===== src/rtl/key_unlock_ctrl.sv =====
module key_unlock_ctrl #(
  parameter int KEY_BYTES = 8
) (
  input  logic                   clk,
  input  logic                   rst_n,
  input  logic [7:0]             nv_opt,
  input  logic [8*KEY_BYTES-1:0] nv_key,
  input  logic                   key_wr,
  input  logic                   key_from_cpu,
  input  logic [7:0]             key_data,
  input  logic                   blank_ok,
  output logic [7:0]             opt_live,
  output logic                   key_en,
  output logic                   vec_redir_en,
  output logic [1:0]             sec_code,
  output logic                   secure
);

  localparam int IDX_W = (KEY_BYTES > 1) ? $clog2(KEY_BYTES) : 1;
  localparam logic [IDX_W-1:0] LAST = IDX_W'(KEY_BYTES - 1);
  localparam logic [1:0] OPEN = 2'b10;

  logic [7:0]       opt_q;
  logic [IDX_W-1:0] idx_q;
  logic             lock_q;
  logic [7:0]       want;
  logic             take;

  assign want = nv_key[{idx_q, 3'b000} +: 8];
  assign take = key_wr && key_from_cpu && opt_q[7] && (opt_q[1:0] != OPEN) && !lock_q;

  always_ff @(posedge clk) begin
    if (!rst_n) begin
      opt_q  <= nv_opt & 8'hC3;
      idx_q  <= '0;
      lock_q <= 1'b0;
    end else if (blank_ok) begin
      opt_q[1:0] <= OPEN;
      idx_q      <= '0;
    end else if (take) begin
      if (key_data != want) begin
        lock_q <= 1'b1;
        idx_q  <= '0;
      end else if (idx_q == LAST) begin
        opt_q[1:0] <= OPEN;
        idx_q      <= '0;
      end else begin
        idx_q <= idx_q + 1'b1;
      end
    end
  end

  assign opt_live     = opt_q;
  assign key_en       = opt_q[7];
  assign vec_redir_en = !opt_q[6];
  assign sec_code     = opt_q[1:0];
  assign secure       = (opt_q[1:0] != OPEN);


  opt_fixed_chk: assert property (@(posedge clk) disable iff (!rst_n)
    1'b1 |=> ($stable(key_en) && $stable(vec_redir_en)));


  keyen_off_chk: assert property (@(posedge clk) disable iff (!rst_n)
    (!key_en && !blank_ok) |=> $stable(sec_code));


  dbg_ignore_chk: assert property (@(posedge clk) disable iff (!rst_n)
    (key_wr && !key_from_cpu && !blank_ok) |=> ($stable(idx_q) && $stable(lock_q)));


  blank_open_chk: assert property (@(posedge clk) disable iff (!rst_n)
    blank_ok |=> (sec_code == OPEN));


  open_sticky_chk: assert property (@(posedge clk) disable iff (!rst_n)
    (sec_code == OPEN) |=> (sec_code == OPEN && !secure));


  lockout_chk: assert property (@(posedge clk) disable iff (!rst_n)
    (lock_q && !blank_ok) |=> (lock_q && $stable(sec_code)));

endmodule


===== config.mk =====
export PLATFORM = sky130hd
export DESIGN_NAME = key_unlock_ctrl
export DESIGN_NICKNAME = d
export VERILOG_FILES = /design/src/rtl/key_unlock_ctrl.sv
export SDC_FILE = /design/constraint.sdc
export NUM_CORES = 1
export LEC_CHECK = 0
export BUFFER_PORTS_ARGS = -buffer_cell sky130_fd_sc_hd__buf_2
export CORE_AREA = 2 2 70 66
export CTS_CLUSTER_DIAMETER = 120
export DETAILED_ROUTE_END_ITERATION = 12
export DIE_AREA = 0 0 72 68
export GPL_TIMING_DRIVEN = 0
export PLACE_DENSITY_LB_ADDON = 0.2
export SETUP_SLACK_MARGIN = 0.1
export SLEW_MARGIN = 20
export SYNTH_ARGS = -nofsm -noshare
export SYNTH_HDL_FRONTEND = slang
export SYNTH_SLANG_ARGS = --single-unit

===== constraint.sdc =====
create_clock -name clk -period 6.4 [get_ports clk]
set_clock_uncertainty 0.05 [all_clocks]
set_input_delay 0.32 -clock clk [delete_from_list [all_inputs] [get_ports clk]]
set_output_delay 0.32 -clock clk [all_outputs]
set_load 0.01 [all_outputs]

# Yosys cells after proc, flatten, opt, wreduce, memory -nomap -nowiden
# Cells that the tools add are included.
# totals
regBits	8
in_bits	85
out_inout_bits	13
wordCells	30
# op_classes
add_sub_neg	1
eq_ne	6
shifts	1
n_mux	7
n_bitwise	2
n_reduce_logical	9
# ops
cell	n
variable part select 64 x 7 -> 8 bit	1
2-to-1 mux 2 bit	5
inequality test 8 bit	1
2-to-1 mux 3 bit	2
inequality test 3 x 1 -> 1 bit, second input constant	2
AND reduction 3 bit	2
logical AND 1 bit	4
adder 3 x 1 -> 3 bit, second input constant	1
== test 3 bit, second input constant	1
inequality test 3 bit, second input constant	1
zero test 1 bit	2
inequality test 2 bit, second input constant	1
inverter 1 bit	2
OR reduction 2 bit	1

# Longest topological paths before layout
# depth
ltp_word	7
ltp_mapped	8
ltp_nobuf	6

# Worst setup path after synthesis
# Ideal clock, no wire load.
# synth_path
path_kind	register to register
startpoint	register idx_q[0]
endpoint	register opt_q[0] (netlist: opt_live[0]), enable pin
setup_time_ns	0.327
t_arrival_ns	2.172
slack_ns	3.851
stages_incl_launch_ff	8
synth_period_minus_slack_ns	2.549
cell_sequence	dfxtp_1 > buf_6 > mux4_2 > mux2i_1 > xor2_1 > o221ai_1 > or4_4 > o21ai_0
# synth_between
elab_chain_len	4
elab_cells_between_ends	6
cone_classes	eq/ne: 4; shift: 1; reduce/logical: 1
# synth_lines
item	line	rtl
start, declared	24	logic [IDX_W-1:0] idx_q;
start signal, assigned	48	idx_q <= idx_q + 1'b1;
variable part select 64 x 7 -> 8 bit	29	assign want = nv_key[{idx_q, 3'b000} +: 8];
inequality test 8 bit	41	if (key_data != want) begin
inequality test 3 bit (no source line)	--	
AND reduction 3 bit (no source line) *	--	
end signal, assigned	34	opt_q <= nv_opt & 8'hC3;
end, declared	23	logic [7:0] opt_q;
# Mark *: on every way between the ends. The rest lies on a longest branch, timed or not.
# A chain may end at the register's enable or synchronous reset.

# Final worst setup path
# Same ends and word-level chain as after synthesis.

==> impl_table.tex <==
\begin{tabular}{lr}
\hline
Metric & Value \\
\hline
\multicolumn{2}{l}{\textbf{Power and ir drop}} \\
\quad Power share of the sequential group & between 30 and 40\% \\
\quad Switching power as a share of total power & between 20\% and 30\% \\
\quad Net switching power & 0.00004194 W \\
\quad P\_int & 0.0001339 W \\
\quad Share of power burned in combinational logic & 30.5\% \\
\quad Power density over cell area & between 100 and 150 nW/um2 \\
\quad Clock share of power & a little over a third \\
\quad Static power due to leakage & a little over 0.7 nW \\
\quad IR Drop Worst-Case VDD & 0.04789 mV \\
\multicolumn{2}{l}{\textbf{Final layout}} \\
\quad Number of standard cells in the layout, taps in and fillers out & roughly 250 \\
\quad Antenna fix cells & 0 \\
\quad Layout cell share with drive strength beyond 1 & roughly three fifths \\
\quad Layout overhead on the synthesized area & 56.23\% \\
\quad Final Util & a little under two fifths \\
\quad Post-layout instance area & between 1500 and 2000 um2 \\
\quad Most frequent cells in the layout & sky130\_fd\_sc\_hd\_\_buf\_2, sky130\_fd\_sc\_hd\_\_mux2i\_1, sky130\_fd\_sc\_hd\_\_mux4\_2, sky130\_fd\_sc\_hd\_\_a22oi\_1, sky130\_fd\_sc\_hd\_\_buf\_4 \\
\quad Post-layout nets & roughly 280 \\
\quad Most common library cell in the layout ignoring fill and taps & sky130\_fd\_sc\_hd\_\_buf\_2 \\
\multicolumn{2}{l}{\textbf{Placed design}} \\
\quad Detailed placer's ending HPWL & between 2000 and 2500 um \\
\quad Port Buf Inserts & 89 \\
\quad GP Congestion & between 0.7 and 0.8 \\
\quad Placed instance count & about 240 \\
\quad Placed standard-cell area & about 1500 um2 \\
\multicolumn{2}{l}{\textbf{Drt}} \\
\quad Routed Antenna Nets & 0 \\
\quad Met2 wire len & around 1400 um \\
\quad Vias per Instance & $\sim$4.5 \\
\quad Drt first pass iters & 4 \\
\quad WL final & 2757 um \\
\quad DRC & 0 \\
\quad Total number of vias & 1103 \\
\quad Routed met1 length & $\sim$1200 um \\
\quad Iteration-0 DRC Markers & 8 \\
\quad WL per Instance & 11.25 um \\
\quad Met3 wire length & between 200 and 250 um \\
\quad Highest layer used for signal routing & met4 \\
\multicolumn{2}{l}{\textbf{Global route}} \\
\quad Wire length of the first global-routing pass & slightly above 4000 um \\
\quad Number of antenna violations at the first check in global routing & 0 \\
\quad Overflow left after global routing & 0 \\
\quad Pin count of the biggest net entering global routing & 11 \\
\quad Number of global-route vias before repair & 935 \\
\quad All-layer global routing usage & between 10\% and 20\% \\
\multicolumn{2}{l}{\textbf{Critical path}} \\
\quad Max FO, Critical Path & 8 \\
\quad Kind of start point of the critical path & flop \\
\quad Kind of critical path & reg2reg \\
\quad Origin of the critical flop-to-flop path & idx\_q[0] \\
\quad Nature of the critical path endpoint & flop \\
\quad Req. time, crit path & 6.25 ns \\
\quad CP Launch Point & idx\_q[0] \\
\quad Worst EP arrival & 2.57 ns \\
\multicolumn{2}{l}{\textbf{Clock network}} \\
\quad Later-pin clock latency in the skew report & 0.23 ns \\
\quad CTS tree & done \\
\quad Level count of the clock H-tree & 1 \\
\quad Setup bufs post-CTS & 0 \\
\quad Cells resized by post-CTS repair & 0 \\
\quad Root Driver & sky130\_fd\_sc\_hd\_\_clkbuf\_8 \\
\quad Clock-pin slew on the worst setup and hold paths & roughly 0.050 ns \\
\quad CTS max path bufs & 2 \\
\quad CTS sink cnt & 8 \\
\quad CTS buffer count & 3 \\
\quad Post-CTS Hold Fix Bufs & 0 \\
\multicolumn{2}{l}{\textbf{Logic synthesis}} \\
\quad Number of distinct library cells after synthesis & 28 \\
\quad Most instantiated flip-flop cell in the synthesis netlist & sky130\_fd\_sc\_hd\_\_edfxtp\_1 \\
\quad Number of instances in the synthesized netlist & just under 100 \\
\quad Post-Syn Area per Cell & a little over 10 um2 \\
\quad FF+latch count, synth & 8 \\
\quad Fraction of the yosys area taken by sequential cells & approximately 20\% \\
\quad Warning count from the yosys run & 0 \\
\quad Combined area of all synthesized cells & between 1000 and 1500 um2 \\
\quad Number of synthesized flops with an enable pin & 4 \\
\quad Proportion of synthesized flip-flops having asynchronous set or reset & 0\% \\
\multicolumn{2}{l}{\textbf{Die}} \\
\quad Die boundary height & between 60 and 70 um \\
\quad Area of the placeable core & roughly 4200 um2 \\
\quad Starting utilization of the core area & between 20\% and 30\% \\
\quad Cell Rows & 23 \\
\quad Die X & between 70 and 80 um \\
\quad Total die area & around 4900 um2 \\
\quad I/O pins & 98 \\
\multicolumn{2}{l}{\textbf{Run}} \\
\quad Reported max-cap violation count & 0 \\
\multicolumn{2}{l}{\textbf{Timing}} \\
\quad RSZ-0062 raised after global routing & false \\
\quad Smallest hold slack & between 0.2 and 0.25 ns \\
\quad Hold Fails Final Rpt & 0 \\
\quad Post-Route Setup TNS & 0 ns \\
\quad Maximum clock rate & roughly 0.37 GHz \\
\quad Relative slew margins & between 40 and 50\% \\
\quad Slew @ Worst Pin & about 0.77 ns \\
\quad Final setup violating endpoints & 0 \\
\quad Final period util & between 40\% and 50\% \\
\quad Fin crit period & 2.726 ns \\
\quad Slew Limit Fails & 0 \\
\multicolumn{2}{l}{\textbf{Hold path}} \\
\quad Classification of the worst-slack hold path & in2reg \\
\quad Startpoint of the lowest-slack hold path & nv\_opt[6] \\
\multicolumn{2}{l}{\textbf{Run status}} \\
\quad Run status & completed \\
\hline
\end{tabular}
-- cell type report --
type,count,area [um2]
Buffer,12,92.59
Clock buffer,4,45.04
Fill cell,447,2663
Inverter,2,7.507
Multi-Input combinational cell,80,714.4
Sequential cell,8,200.2
Tap cell,50,62.56
Timing Repair Buffer,89,445.4
-- per-layer routing --
| metal | vias to the layer above | global-route usage, % |
|---|---|---|
| li1 | 568 | - |
| met5 | - | 0 |
| met3 | 2 | 1.620 |
| met2 | 46 | 16.90 |
| met1 | 487 | 13.84 |
| met4 | 0 | 3.538 |
-- power groups by stage --
| stage | registers [W] | clock network [W] | logic, W |
|---|---|---|---|
| final | 0.0000581 | 0.0000640 | 0.0000537 |
| after global routing | 0.0000586 | 0.0000685 | 0.0000598 |
| after CTS | 0.0000582 | 0.0000653 | 0.0000543 |
| after detailed placement | 0.0000590 | 0 | 0.0000541 |
| after global placement | 0.0000590 | 0 | 0.0000533 |
| after floorplan | 0.0000601 | 0 | 0.0000227 |
-- worst max-delay path: stages (launching register included) --
cell and delay [ns]:
sky130_fd_sc_hd__dfxtp_1 0.35, sky130_fd_sc_hd__buf_6 0.17, sky130_fd_sc_hd__mux4_2 0.50, sky130_fd_sc_hd__mux2i_1 0.19, sky130_fd_sc_hd__xor2_1 0.16, sky130_fd_sc_hd__o221ai_1 0.12, sky130_fd_sc_hd__or4_4 0.56, sky130_fd_sc_hd__o21ai_0 0.30
-- cells in the mapped netlist, drive strengths merged (2+ instances only) --
cell | count | area share, %
o221ai | 2 | 1.7
dfxtp | 4 | 8.0
xor2 | 2 | 1.7
o22ai | 3 | 1.9
buf | 12 | 9.2
edfxtp | 4 | 12
nor2b | 3 | 1.9
nand2 | 4 | 1.5
inv | 2 | 0.75
nor2 | 3 | 1.1
mux4 | 8 | 18
xnor2 | 2 | 1.7
nand3 | 4 | 2.0
mux2i | 20 | 20
a21oi | 4 | 2.0
and3 | 4 | 2.5
a22oi | 8 | 6.0
ha | 2 | 2.5
-- final timing paths --
kind / depth (start not counted) / slack, ns / to
hold / removal: 1 / 0.21 / opt_live[6]
setup / recovery: 7 / 3.67 / opt_live[0]
hold reg to reg: 1 / 0.42 / lock_q
setup reg to reg: 7 / 3.67 / opt_live[0]
-- per-stage QoR --
step	worst slack (ns)	total power (W)
after floorplan	3.851	0.00008281
after global placement	3.617	0.0001124
after detailed placement	3.633	0.0001132
after CTS	3.628	0.0001778
after global routing	3.475	0.0001869
final	3.674	0.0001758
-- cells by family (layout without fill, tap and decap cells) --
logic type      count (synthesis)  after routing  synth area share [%]
xor+xnor                        4              4                 3.492
mux                            28             28                 37.90
compound gates                 19             19                 13.09
simple gates                   23             23                 12.72
other cells                     1              4                0.3737
fa+ha+maj                       2              2                 2.493
flops                           8              8                 19.95
buf+inv                        14            107                 9.975
-- flip-flops by register name, indices dropped and copies added, names as in the netlist --
name / cells
idx_q: 3
opt_live: 4
lock_q: 1
Power figures use the tool's default switching activity.
